==> src/rtl/lsf_reset_pkg.sv <==
package lsf_reset_pkg;

    typedef enum logic {
        MODE_COMPONENT = 1'b0,
        MODE_COMPOSITE = 1'b1
    } vid_mode_e;

    // Marker detection results for the word currently at the input.
    typedef struct packed {
        logic comp_marker;   // preamble of the two-marker (component) format seen
        logic comp_is_eav;   // side flag carried by the component ID word
        logic cvbs_marker;   // preamble of the single-marker (composite) format seen
    } marker_hit_t;

endpackage

==> src/rtl/lsf_word_history.sv <==
module lsf_word_history #(
    parameter int DW    = 10,
    parameter int DEPTH = 4
) (
    input  logic                        clk,
    input  logic                        rst_n,
    input  logic [DW-1:0]               word_in,
    output logic [DEPTH-1:0][DW-1:0]    hist
);

    typedef logic [DEPTH-1:0][DW-1:0] hist_t;

    typedef struct packed {
        hist_t w;
    } hist_state_t;

    hist_state_t st_d, st_q;

    always_comb begin
        st_d      = st_q;
        st_d.w[0] = word_in;
        for (int i = 1; i < DEPTH; i++) begin
            st_d.w[i] = st_q.w[i-1];
        end
    end

    always_ff @(posedge clk) begin
        if (!rst_n) begin
            st_q <= '0;
        end else begin
            st_q <= st_d;
        end
    end

    assign hist = st_q.w;

endmodule

==> src/rtl/lsf_marker_match.sv <==
module lsf_marker_match
    import lsf_reset_pkg::*;
#(
    parameter int DW    = 10,
    parameter int ZCOMP = 2,
    parameter int ZCVBS = 3,
    localparam int DEPTH = ZCVBS + 1
) (
    input  logic [DEPTH-1:0][DW-1:0] hist,
    input  logic                     side_bit,
    output marker_hit_t              hit
);

    logic [ZCVBS-1:0] zero_flag;

    generate
        for (genvar g = 0; g < ZCVBS; g++) begin : g_zero
            assign zero_flag[g] = (hist[g] == '0);
        end
    endgenerate

    logic comp_ones;
    logic cvbs_ones;

    assign comp_ones = (hist[ZCOMP] == '1);
    assign cvbs_ones = (hist[ZCVBS] == '1);

    always_comb begin
        hit             = '0;
        hit.comp_marker = comp_ones && (&zero_flag[ZCOMP-1:0]);
        hit.cvbs_marker = cvbs_ones && (&zero_flag);
        hit.comp_is_eav = side_bit;
    end

endmodule

==> src/rtl/lsf_pulse_pick.sv <==
module lsf_pulse_pick
    import lsf_reset_pkg::*;
(
    input  marker_hit_t hit,
    input  vid_mode_e   mode,
    input  logic        eav_sel,
    output logic        fire
);

    always_comb begin
        fire = 1'b0;
        case (mode)
            MODE_COMPONENT: fire = hit.comp_marker && (hit.comp_is_eav == eav_sel);
            MODE_COMPOSITE: fire = hit.cvbs_marker;
            default:        fire = 1'b0;
        endcase
    end

endmodule

==> src/rtl/lsf_reset_gen.sv <==
module lsf_reset_gen
    import lsf_reset_pkg::*;
#(
    parameter int DW    = 10,
    parameter int HBIT  = 6,
    parameter int ZCOMP = 2,
    parameter int ZCVBS = 3
) (
    input  logic          clk,
    input  logic          rst_n,
    input  logic [DW-1:0] vid_in,
    input  logic          composite_mode,
    input  logic          eav_align,
    output logic [DW-1:0] vid_out,
    output logic          fifo_rst_n
);

    localparam int DEPTH = ZCVBS + 1;

    logic [DEPTH-1:0][DW-1:0] hist;
    marker_hit_t              hit;
    vid_mode_e                mode;
    logic                     fire;

    assign mode = vid_mode_e'(composite_mode);

    lsf_word_history #(.DW(DW), .DEPTH(DEPTH)) u_hist (
        .clk     (clk),
        .rst_n   (rst_n),
        .word_in (vid_in),
        .hist    (hist)
    );

    lsf_marker_match #(.DW(DW), .ZCOMP(ZCOMP), .ZCVBS(ZCVBS)) u_match (
        .hist     (hist),
        .side_bit (vid_in[HBIT]),
        .hit      (hit)
    );

    lsf_pulse_pick u_pick (
        .hit     (hit),
        .mode    (mode),
        .eav_sel (eav_align),
        .fire    (fire)
    );

    typedef struct packed {
        logic [DW-1:0] data;
        logic          strobe_n;
    } out_state_t;

    out_state_t st_d, st_q;

    always_comb begin
        st_d          = st_q;
        st_d.data     = vid_in;
        st_d.strobe_n = !fire;
    end

    always_ff @(posedge clk) begin
        if (!rst_n) begin
            st_q.data     <= '0;
            st_q.strobe_n <= 1'b1;
        end else begin
            st_q <= st_d;
        end
    end

    assign vid_out    = st_q.data;
    assign fifo_rst_n = st_q.strobe_n;


    dout_latency_chk: assert property (@(posedge clk) disable iff (!rst_n)
        $past(rst_n) |-> (vid_out == $past(vid_in)));


    pulse_one_word_chk: assert property (@(posedge clk) disable iff (!rst_n)
        !fifo_rst_n |=> fifo_rst_n);


    marker_side_chk: assert property (@(posedge clk) disable iff (!rst_n)
        (!fifo_rst_n && !$past(composite_mode)) |-> (vid_out[HBIT] == $past(eav_align)));


    cvbs_prev_zero_chk: assert property (@(posedge clk) disable iff (!rst_n)
        (!fifo_rst_n && $past(composite_mode)) |-> ($past(vid_out) == '0));

endmodule

==> config.mk <==
export PLATFORM = sky130hd
export DESIGN_NAME = lsf_reset_gen
export DESIGN_NICKNAME = d
export VERILOG_FILES = /design/src/rtl/lsf_reset_pkg.sv /design/src/rtl/lsf_word_history.sv /design/src/rtl/lsf_marker_match.sv /design/src/rtl/lsf_pulse_pick.sv /design/src/rtl/lsf_reset_gen.sv
export SDC_FILE = /design/constraint.sdc
export NUM_CORES = 1
export LEC_CHECK = 0
export ABC_AREA = 1
export BUFFER_PORTS_ARGS = -buffer_cell sky130_fd_sc_hd__buf_4
export CELL_PAD_IN_SITES_DETAIL_PLACEMENT = 0
export CELL_PAD_IN_SITES_GLOBAL_PLACEMENT = 2
export CORE_MARGIN = 3
export CORE_UTILIZATION = 35
export CTS_BUF_LIST = sky130_fd_sc_hd__clkbuf_8
export CTS_CLUSTER_DIAMETER = 200
export DETAILED_ROUTE_END_ITERATION = 8
export PLACE_DENSITY_LB_ADDON = 0.1
export SYNTH_ARGS = -nofsm -noshare
export SYNTH_HDL_FRONTEND = slang
export SYNTH_SLANG_ARGS = --single-unit
==> constraint.sdc <==
create_clock -name clk -period 3.1 [get_ports clk]
set_clock_uncertainty 0.1 [all_clocks]
set_input_delay 0.155 -clock clk [delete_from_list [all_inputs] [get_ports clk]]
set_output_delay 0.155 -clock clk [all_outputs]
set_load 0.01 [all_outputs]
After elaboration in Yosys (flattened, before gate mapping)
Index checks and enable logic that the tools add are counted.
{"block": "classes", "mux": 1, "n_reduce_logical": 9, "eq_ne": 3, "bitwise_logic": 1}
{"op": "10-bit zero test", "count": 3}
{"op": "10-bit equality test, second input constant", "count": 2}
{"op": "1-bit logical AND", "count": 3}
{"op": "3-bit AND reduction", "count": 1}
{"op": "1-bit one-hot mux with 2 select lines", "count": 1}
{"op": "2-bit AND reduction", "count": 1}
{"op": "1-bit equality test", "count": 1}
{"op": "1-bit zero test", "count": 1}
{"op": "1-bit inverter", "count": 1}
{"block": "word_totals", "register_bits": 41}

Depth between registers and ports, before layout
Gate-level depths: netlist of run 1.
{"block": "depth", "depth_word": 6, "depth_mapped": 7, "mapped_depth_nobuf": 7}

Cells and area by module
From an unflattened synthesis of run 1, not the netlist that was laid out.
{"block": "hier_totals", "hier_cells": 212, "hier_area_um2": 1680.4}
{"module": "lsf_word_history", "seq_area_each_um2": 800.8, "n_inst": 1, "cells_per_inst": 124, "area_each_um2": 1146.1}
{"module": "lsf_reset_gen", "seq_area_each_um2": 220.2, "n_inst": 1, "cells_per_inst": 33, "area_each_um2": 310.3}
{"module": "lsf_marker_match", "seq_area_each_um2": 0.0, "n_inst": 1, "cells_per_inst": 46, "area_each_um2": 186.4}
{"module": "lsf_pulse_pick", "seq_area_each_um2": 0.0, "n_inst": 1, "cells_per_inst": 9, "area_each_um2": 37.5}

Worst setup path before layout of run 1
OpenSTA, ideal clock, no wires.
{"block": "synth_path", "path_kind": "register to register", "from": "register u_hist.st_q, in the netlist u_hist.hist[1]", "to": "register st_q, in the netlist fifo_rst_n", "n_path_buf": 0, "synth_period_minus_slack_ns": 1.013, "path_stages_with_launch": 6, "setup_time_ns": 0.114, "t_arrival_ns": 0.799, "setup_slack_ns": 2.087, "path_cell_list": "dfxtp_1 -> or2_0 -> nor2_1 -> nand3_1 -> nor2_1 -> nand2_1"}
{"block": "synth_via", "elab_chain_cells": 6}
{"item": "start: declaration", "line_no": "lsf_word_history.sv:17", "text": "hist_state_t st_d, st_q;"}
{"item": "start signal: assignment", "line_no": "lsf_word_history.sv:31", "text": "st_q <= st_d;"}
{"item": "10-bit zero test *", "line_no": "lsf_marker_match.sv:18", "text": "assign zero_flag[g] = (hist[g] == '0);"}
{"item": "2-bit AND reduction", "line_no": "lsf_marker_match.sv:30", "text": "hit.comp_marker = comp_ones && (&zero_flag[ZCOMP-1:0]);"}
{"item": "1-bit logical AND", "line_no": "lsf_marker_match.sv:30"}
{"item": "1-bit logical AND", "line_no": "lsf_pulse_pick.sv:13", "text": "MODE_COMPONENT: fire = hit.comp_marker && (hit.comp_is_eav == eav_sel);"}
{"item": "1-bit one-hot mux with 2 select lines *", "line_no": "lsf_pulse_pick.sv:12", "text": "case (mode)"}
{"item": "1-bit zero test *", "line_no": "lsf_reset_gen.sv:57", "text": "st_d.strobe_n = !fire;"}
{"item": "end signal: assignment", "line_no": "lsf_reset_gen.sv:65", "text": "st_q <= st_d;"}
{"item": "end: declaration", "line_no": "lsf_reset_gen.sv:52", "text": "out_state_t st_d, st_q;"}
Mark *: on every way between the ends. The rest lies on a longest branch, timed or not.
A chain may end at the register's enable or synchronous reset.

Final worst setup path of run 1
{"block": "layout_path", "from": "input vid_in[6]", "to": "register st_q, in the netlist fifo_rst_n"}
{"block": "layout_via", "elab_chain_cells": 4}
{"item": "start: declaration", "line_no": "lsf_reset_gen.sv:11", "text": "input logic [DW-1:0] vid_in,"}
{"item": "1-bit equality test", "line_no": "lsf_pulse_pick.sv:13"}
{"item": "1-bit logical AND", "line_no": "lsf_pulse_pick.sv:13"}
{"item": "1-bit one-hot mux with 2 select lines", "line_no": "lsf_pulse_pick.sv:12"}
{"item": "1-bit zero test", "line_no": "lsf_reset_gen.sv:57"}
No other way between the ends.

==> impl_metrics.ini, run 1 <==
[clock_network]
cts_tree = done
clock_path_buffers = 2
htree_levels = 2
numCtsBuffers = 5
cts_root_buf = clkbuf_8
insertion_delay_ns = 0.29
clock_sinks = 41
cts_setup_buffers = 0
clk_pin_slew_worst_paths_ns = 0.07

[synth]
ys_seq_area_frac = 0.573
syn-cell-area_mm2 = 0.00143
synth.distinct_cells = 11
ys_ff_latch = 41
ys_warn_count = 0
synth_area_leaders = dfxtp_1 (57%), nand2_1 (15%), inv_1 (11%)
synth_area_leader_cell = dfxtp_1
avgSynthCellArea_um2 = 7.66
postSynthCellCount = 187
synth_top_area_share = 0.573
syn_nets = 201

[floorplan]
coreArea_mm2 = 0.00380
die_h_um = 70.0
io_pins = 25
fp-row-count = 22
start_util = 0.377
fp.dieW_um = 70.0
dieArea_mm2 = 0.00490

[cells_and_area]
layout_common_cells = nand2_1 (56), inv_1 (43), dfxtp_1 (41), buf_4 (24), nor2_1 (22)
fillers = 382
layout_commonest_cell = nand2_1
syn_to_final_growth_pct = 23.8
stdcell_count = 263
drive_gt1_frac = 0.158
nets = 228
antenna_cells = 0

[power]
ir_drop_mv = 0.302
power.leakage_nw = 1.04
p_per_area_mw_per_mm2 = 542
combinationalPowerShare = 0.075
p_sw_frac = 0.230
clockPowerShare = 0.349
p_seq_frac = 0.576
internal-power_w = 0.000741
switchingPower_w = 0.000221

[sta]
fin_crit_sh = 0.383
finalSetupViolCount = 0
layout_min_cycle_time_ns = 1.19
hold_violations = 0
drv_slew = 0
tightest_slew_ns = 0.379
setup_tns_ns = 0
relSlewSlack = 0.747
max_freq_ghz = 0.843
rsz0062_at_grt = no

[grt]
grt_max_degree = 42
antenna_found_initial = 0
grt_pass1_vias = 967
gr-total-overflow = 0
grt_pass1_wl_mm = 3.97
grt_use_total = 0.105

[detailed_routing]
via_per_inst = 3.74
postRouteAntennaNets = 0
drc = 0
wire_per_inst_um = 8.30
dr.pass1.iters = 4
drt_wl_total_mm = 2.18
num_vias = 983
drtIter0Drc = 32

[placement]
placed_cells = 244
routabilityCongestion = 0.713
dpl.hpwl_mm = 1.54
portBuffers = 24

[worst_setup_path]
crit_fanout = 3
cpMostUsedCell = nor2_1
critPathArrivalTime_ns = 1.27
slowest_stage = dlygate4sd3_1
required_ns = 3.19
r2r_slack_ns = 2.00
worst-setup-path-type = in -> reg
path_cells = dlygate4sd3_1 -> buf_4 -> nand2_1 -> nand3_1 -> nor2_1 -> nor2_1 -> nor2_1 -> nand2_1
end_kind = flip-flop
slowest_delay_ns = 0.53
cp-start-kind = input pin

[flow_run]
drv_cap = 0

[hold_path]
hold_class = in -> reg

[status]
outcome = finished, final reports clean
[layout make-up]
cell class / count / area [µm²] / area share
Sequential cell: 41 / 821 / 0.463
Multi-Input combinational cell: 88 / 350 / 0.197
Timing Repair Buffer: 35 / 290 / 0.164
Inverter: 43 / 161 / 0.0910
Clock buffer: 5 / 68.8 / 0.0388
Tap cell: 48 / 60.1 / 0.0339
Clock inverter: 3 / 22.5 / 0.0127
[critical path: cells and delay by family]
family | cells | cell delay (ns)
AND/OR/NAND/NOR | 6 | 0.45
buffers and inverters | 2 | 0.67
[worst paths after layout]
kind / to / cells after the start / start
max: fifo_rst_n$_SDFF_PN1_ / 8 / vid_in[6]
min: u_hist.hist[8]$_SDFF_PN0_ / 3 / rst_n
max reg2reg: fifo_rst_n$_SDFF_PN1_ / 5 / u_hist.hist[1]$_SDFF_PN0_
min reg2reg: u_hist.hist[25]$_SDFF_PN0_ / 2 / u_hist.hist[15]$_SDFF_PN0_
[synthesized netlist by cell type]
cell type and instances:
nor2_2 2, nand4_1 2, nor2_1 22, buf_2 5, and2_0 1, nand3_1 4
dfxtp_1 41, nand2_1 56, inv_1 43, buf_4 10, or2_0 1
[routing by layer]
layer,up-vias,wire [µm],global-route usage
li1,566,-,-
met1,400,995,0.111
met2,15,1070,0.173
met3,2,96,0.0417
met4,0,19,0.0638
met5,-,0,0
[registers in the layout (all words and copies together), names as in the netlist]
name and flops:
u_hist.hist 40, fifo_rst_n 1
[power groups by stage]
stage	clock network, W	logic [W]	registers [W]
2_1_floorplan	0	0.0000447	0.000565
3_3_place_gp	0	0.0000621	0.000567
3_5_place_dp	0	0.0000628	0.000567
4_1_cts	0.000353	0.0000737	0.000555
5_1_grt	0.000375	0.0000832	0.000557
6_report	0.000335	0.0000721	0.000555
[what timing repair did]
item                                   in CTS  in global routing
hold buffers                               11                  0
resized for setup                           0                  0
endpoints found under the hold margin      11                  0
[through the flow]
stage	instance area, µm²	total power (W)	utilization	worst slack, ns	hold slack, ns
finish	1770	0.000962	0.467	1.91	0.171
global route	1770	0.00102	0.467	1.80	0.186
CTS	1770	0.000981	0.467	1.89	0.162
detailed placement	1570	0.000630	0.414	1.93	0.241
global placement	1570	0.000629	0.414	1.96	0.235
floorplan	1430	0.000609	-	2.09	0.148
[kinds of logic (layout without fill, tap and decap cells)]
group / count (synthesis) / in the layout / share of synthesized area
buf+inv: 58 / 86 / 0.183
simple gates: 88 / 88 / 0.245
flops: 41 / 41 / 0.573
No activity file was read; power rests on OpenSTA's default activity.
==> run 2, diff against run 1 <==
ABC_AREA = 0   (was 1)
CORE_UTILIZATION = 32   (was 35)
clock period = 1 ns   (was 3.1 ns; I/O delays follow)
==> run 2 against run 1 <==
  * The flow now finishes with violations (negative setup slack)
  * Synthesized cell count decreased by 37%
  * Area after synthesis down 7.5%
  * Design area up 7.8%
  * Highest routed layer unchanged
  * Wire length increased by 6.4%
==> impl_metrics.ini, run 2 <==
[status]
outcome = finished, violations left
violations = negative setup slack

[placement]
dpl.hpwl_mm = 1.70
place_ws_ns = -0.353
routabilityCongestion = 0.719
placed_cells = 196
placed_cell_area_mm2 = 0.00163
portBuffers = 24

[sta]
finalSetupViolCount = 1
layout_setup_ws_ns = -0.278
layout_min_cycle_time_ns = 1.28
relSlewSlack = 0.779
rsz0062_at_grt = yes
drv_slew = 0
tightest_slew_ns = 0.328
max_freq_ghz = 0.783
setup_tns_ns = -0.278
fin_crit_sh = 1.28
hold_violations = 0

[clock_network]
numCtsBuffers = 5
clock_sinks = 41
cts_tree = done
clk_pin_slew_worst_paths_ns = 0.07
clock_path_buffers = 2
htree_levels = 2
insertion_delay_ns = 0.28
cts_root_buf = clkbuf_8
cts_setup_buffers = 0

[synth]
synth_most_common_cell = dfxtp_1
synth_top_area_share = 0.619
ys_ff_latch = 41
synth.distinct_cells = 17
synth_common_cells = dfxtp_1 (41), and2_1 (39), buf_4 (10), nor4_1 (5)
post_synth_and_or_nand_nor_area_fraction = 0.302
ys_warn_count = 0
postSynthCellCount = 118
ys_seq_area_frac = 0.619
synth_area_leader_cell = dfxtp_1
synth_top_family_by_area = simple AND/OR/NAND/NOR gates
synth_flop_cell = dfxtp_1
syn_nets = 132
avgSynthCellArea_um2 = 11.2
synth_area_leaders = dfxtp_1 (62%), and2_1 (18%), buf_4 (5.7%)
synthAdderAreaFrac = 0
synthXorXnorAreaFrac = 0.00661
syn-cell-area_mm2 = 0.00133
async_flop_share = 0
synth_enable_flop_cells = 0
synth-compound-area-share = 0.00378
synthMuxAreaShare = 0

[floorplan]
dieArea_mm2 = 0.00495
die_h_um = 70.4
start_util = 0.346
fp.dieW_um = 70.4
io_pins = 25
fp-row-count = 22
coreArea_mm2 = 0.00383

[grt]
grt_pass1_vias = 898
grt_pass1_wl_mm = 3.94
grt_use_total = 0.105
grt_max_degree = 18
antenna_found_initial = 0
gr-total-overflow = 0

[power]
finalPower_w = 0.00303
power.leakage_nw = 0.824
p_per_area_mw_per_mm2 = 1580
ir_drop_mv = 0.767

[worst_setup_path]
end_kind = flip-flop
worst-setup-path-type = reg -> reg
cp-start-kind = flip-flop
r2r-start = u_hist.hist[21]$_SDFF_PN0_
required_ns = 1.07
critPathArrivalTime_ns = 1.35
crit_fanout = 2
startpoint = u_hist.hist[21]$_SDFF_PN0_

[detailed_routing]
dr.pass1.iters = 2
drc = 0
postRouteAntennaNets = 0
drtIter0Drc = 31
wire_per_inst_um = 10.9
drt_wl_total_mm = 2.32
via_per_inst = 4.11
num_vias = 875

[flow_run]
drv_cap = 0

[cells_and_area]
largest_register_ffs = 40
nets = 179
drive_gt1_frac = 0.388
layout_common_cells = and2_1 (39), dfxtp_1 (31), buf_4 (24), buf_6 (19), dlygate4sd3_1 (11)
syn_to_final_growth_pct = 44.4
stdcell_count = 213
fin_area_mm2 = 0.00191
layout_commonest_cell = and2_1
antenna_cells = 0

[hold_path]
min_from = composite_mode
hold_class = in -> reg
## run 2: cell types whose count changed after synthesis, moves of 4 or more
cell      previous run  this run
nor4_1               0         5
inv_1               43         0
buf_2                5         0
and2_1               0        39
nor2_1              22         3
clkbuf_1             0         4
nand2_1             56         1
## run 2: area by class of cell
type / instances / area, µm²
timing repair buffer: 54 / 504
sequential: 41 / 833
clock buffer: 6 / 82.6
multi-input combinational: 63 / 429
fill: 353 / 1910
clock inverter: 1 / 3.75
tap: 48 / 60.1
## run 2: timing repair
| item | CTS | global route |
|---|---|---|
| endpoints found under the hold margin | 19 | 0 |
| setup endpoints to repair | 11 | 9 |
| gates cloned | 0 | 0 |
| hold buffers | 11 | 0 |
| pin swaps | 1 | 0 |
| resized for setup | 30 | 1 |
## run 2: path summary, 6_finish.rpt
kind | cells after the start | slack (ns) | endpoint
max reg2reg | 4 | -0.28 | fifo_rst_n$_SDFF_PN1_
min | 4 | 0.04 | fifo_rst_n$_SDFF_PN1_
min reg2reg | 1 | 0.36 | u_hist.hist[27]$_SDFF_PN0_
max | 4 | -0.28 | fifo_rst_n$_SDFF_PN1_
## run 2: metal layers
metal  vias to the layer above  global-route usage  share of wire
li1                        467                   -              -
met4                         0              0.0702          0.022
met2                        20               0.177           0.51
met1                       383               0.107           0.42
met3                         5              0.0388          0.051
met5                         -                   0              0
## run 2: per-stage QoR
step | hold slack, ns | util
2_1_floorplan | 0.0717 | -
6_report | 0.0445 | 0.500
3_5_place_dp | 0.161 | 0.425
5_1_grt | 0.0637 | 0.500
4_1_cts | 0.0386 | 0.498
3_3_place_gp | 0.157 | 0.425
## run 2: cells by family after synthesis
family                    Yosys count
DFF                                41
and+or+nand+nor                    61
AOI/OAI and AO/OA                   1
buffers and inverters              14
xor gates and xnor gates            1
## run 2: critical path, cell delays in order (launching register included)
cell	delay, ns
dfxtp_1	0.32
nor4b_2	0.25
nand2_1	0.09
nor4_2	0.32
o21ai_1	0.08
## run 2: where the power goes
| group | internal [W] | switching (W) | total [W] |
|---|---|---|---|
| registers | 0.00169 | 0.0000341 | 0.00173 |
| clock network | 0.000536 | 0.000487 | 0.00102 |
| logic | 0.000189 | 0.0000883 | 0.000278 |
==> run 3, diff against run 2 <==
CORE_MARGIN = default   (was 3)
==> run 3 against run 2 <==
  * The run still ends with negative setup slack left
  * First-iteration DRC count decreased by 45%
  * Sequential share of layout area fell by 0.057 points
  * Die area fell by 11%
  * Non-clock buffer count increased by 1
  * Via count rose by 2.1%
  * Combinational power about the same
  * Global-route usage grew 2.4 points
  * Core utilization down 2.1 points
==> impl_metrics.ini, run 3 (synthesis gave the netlist of run 2 again) <==
[clock_network]
clk_pin_slew_worst_paths_ns = 0.07
htree_levels = 2
numCtsBuffers = 5
cts_root_buf = clkbuf_8
clock_path_buffers = 2
clock_sinks = 41
insertion_delay_ns = 0.28
cts_tree = done

[worst_setup_path]
r2r_cells = 4
required_ns = 1.07
end_kind = flip-flop
critPathArrivalTime_ns = 1.36
reg2reg_to = fifo_rst_n$_SDFF_PN1_
slowest_stage = dfxtp_2
cp_num_buf_inv = 0
worst-setup-path-type = reg -> reg
r2r-start = u_hist.hist[20]$_SDFF_PN0_
path_cells = nor4b_2 -> nand2_1 -> nor4_4 -> o21ai_1
critical-path-top-delay-family = simple AND/OR/NAND/NOR gates
crit_cells = 4
cp-start-kind = flip-flop
r2r_slack_ns = -0.29
crit_fanout = 2
slowest_delay_ns = 0.33

[cells_and_area]
nets = 180
fin_area_mm2 = 0.00192
drive_gt1_frac = 0.377
fillers = 386
seq_area_um2 = 833
antenna_cells = 0
multiInputGateArea_um2 = 429
layout_commonest_cell = and2_1
syn_to_final_growth_pct = 44.6
layout_common_cells = and2_1 (39), dfxtp_1 (31), buf_4 (25), buf_6 (18), dlygate4sd3_1 (12)
largest_register_ffs = 40

[sta]
finalSetupViolCount = 1
rsz0062_at_grt = yes
max_freq_ghz = 0.777
layout_setup_ws_ns = -0.287
tightest_slew_ns = 0.334
layout_min_cycle_time_ns = 1.29
drv_slew = 0
hold_violations = 0
fin_crit_sh = 1.29
relSlewSlack = 0.776

[placement]
placed_cell_area_mm2 = 0.00162
routabilityCongestion = 0.774
place_ws_ns = -0.330
dpl.hpwl_mm = 1.65
portBuffers = 24

[flow_run]
drv_cap = 0

[floorplan]
dieArea_mm2 = 0.00440
coreArea_mm2 = 0.00400
fp.dieW_um = 66.4
fp-row-count = 23
start_util = 0.331
die_h_um = 66.4
io_pins = 25

[grt]
gr-total-overflow = 0
grt_pass1_wl_mm = 3.97
grt_max_degree = 18
grt_use_total = 0.129
grt_pass1_vias = 906
antenna_found_initial = 0

[detailed_routing]
wire_per_inst_um = 10.8
via_per_inst = 4.12
postRouteAntennaNets = 0
drc = 0
num_vias = 893
drt_wl_total_mm = 2.34
drtIter0Drc = 17
dr.pass1.iters = 4

[status]
outcome = finished, violations left
violations = negative setup slack

[hold_path]
min_from = composite_mode
hold_depth = 4
hold_class = in -> reg
hold_end = fifo_rst_n$_SDFF_PN1_

[power]
p_per_area_mw_per_mm2 = 1540
ir_drop_mv = 0.770
power.leakage_nw = 0.843
run 3: layout make-up:
type,instances,share of cell area
Clock buffer,5,0.0359
Clock inverter,3,0.00588
Timing Repair Buffer,55,0.266
Tap cell,50,0.0327
Multi-Input combinational cell,63,0.224
Sequential cell,41,0.435
run 3: what timing repair did:
item,4_1_cts,5_1_grt
endpoints found under the setup margin,10,10
hold buffers,12,0
setup buffers,1,2
pin swaps,1,1
gates resized for setup,26,6
hold endpoints to repair,18,0
run 3: worst register-to-register path, delay by kind of cell (launching register included):
kind	cells	cell delay, ns
AND/OR/NAND/NOR	3	0.68
flip-flops	1	0.33
AO/OA/AOI/OAI	1	0.08
run 3: layer usage:
layer / vias to the layer above / routed length, µm / global-route usage
met5: - / 0 / 0
li1: 470 / - / -
met4: 0 / 60 / 0.0718
met1: 397 / 997 / 0.135
met2: 20 / 1190 / 0.214
met3: 6 / 92 / 0.0569
run 3: worst max path at each step:
| stage | startpoint | endpoint | slack [ns] |
|---|---|---|---|
| floorplan | u_hist.hist[21]$_SDFF_PN0_ | fifo_rst_n$_SDFF_PN1_ | -0.17 |
| global route | u_hist.hist[20]$_SDFF_PN0_ | fifo_rst_n$_SDFF_PN1_ | -0.38 |
| detailed placement | u_hist.hist[28]$_SDFF_PN0_ | fifo_rst_n$_SDFF_PN1_ | -0.33 |
| finish | u_hist.hist[20]$_SDFF_PN0_ | fifo_rst_n$_SDFF_PN1_ | -0.29 |
| CTS | u_hist.hist[21]$_SDFF_PN0_ | fifo_rst_n$_SDFF_PN1_ | -0.31 |
| global placement | u_hist.hist[28]$_SDFF_PN0_ | fifo_rst_n$_SDFF_PN1_ | -0.36 |
run 3: power by group:
| part | internal, W | switching (W) | total, W |
|---|---|---|---|
| Clock | 0.000464 | 0.000493 | 0.000957 |
| Sequential | 0.00169 | 0.0000327 | 0.00173 |
| Combinational | 0.000188 | 0.0000877 | 0.000276 |
| Total | 0.00234 | 0.000613 | 0.00296 |
run 3: through the flow:
step,setup TNS (ns),utilization,hold slack (ns),power (W),cells
global placement,-0.356,0.405,0.158,0.00197,197
CTS,-0.309,0.475,0.0403,0.00301,217
detailed placement,-0.330,0.405,0.161,0.00197,197
global route,-0.491,0.479,0.0626,0.00313,217
floorplan,-0.170,-,0.0717,0.00186,118
finish,-0.287,0.479,0.0477,0.00296,217
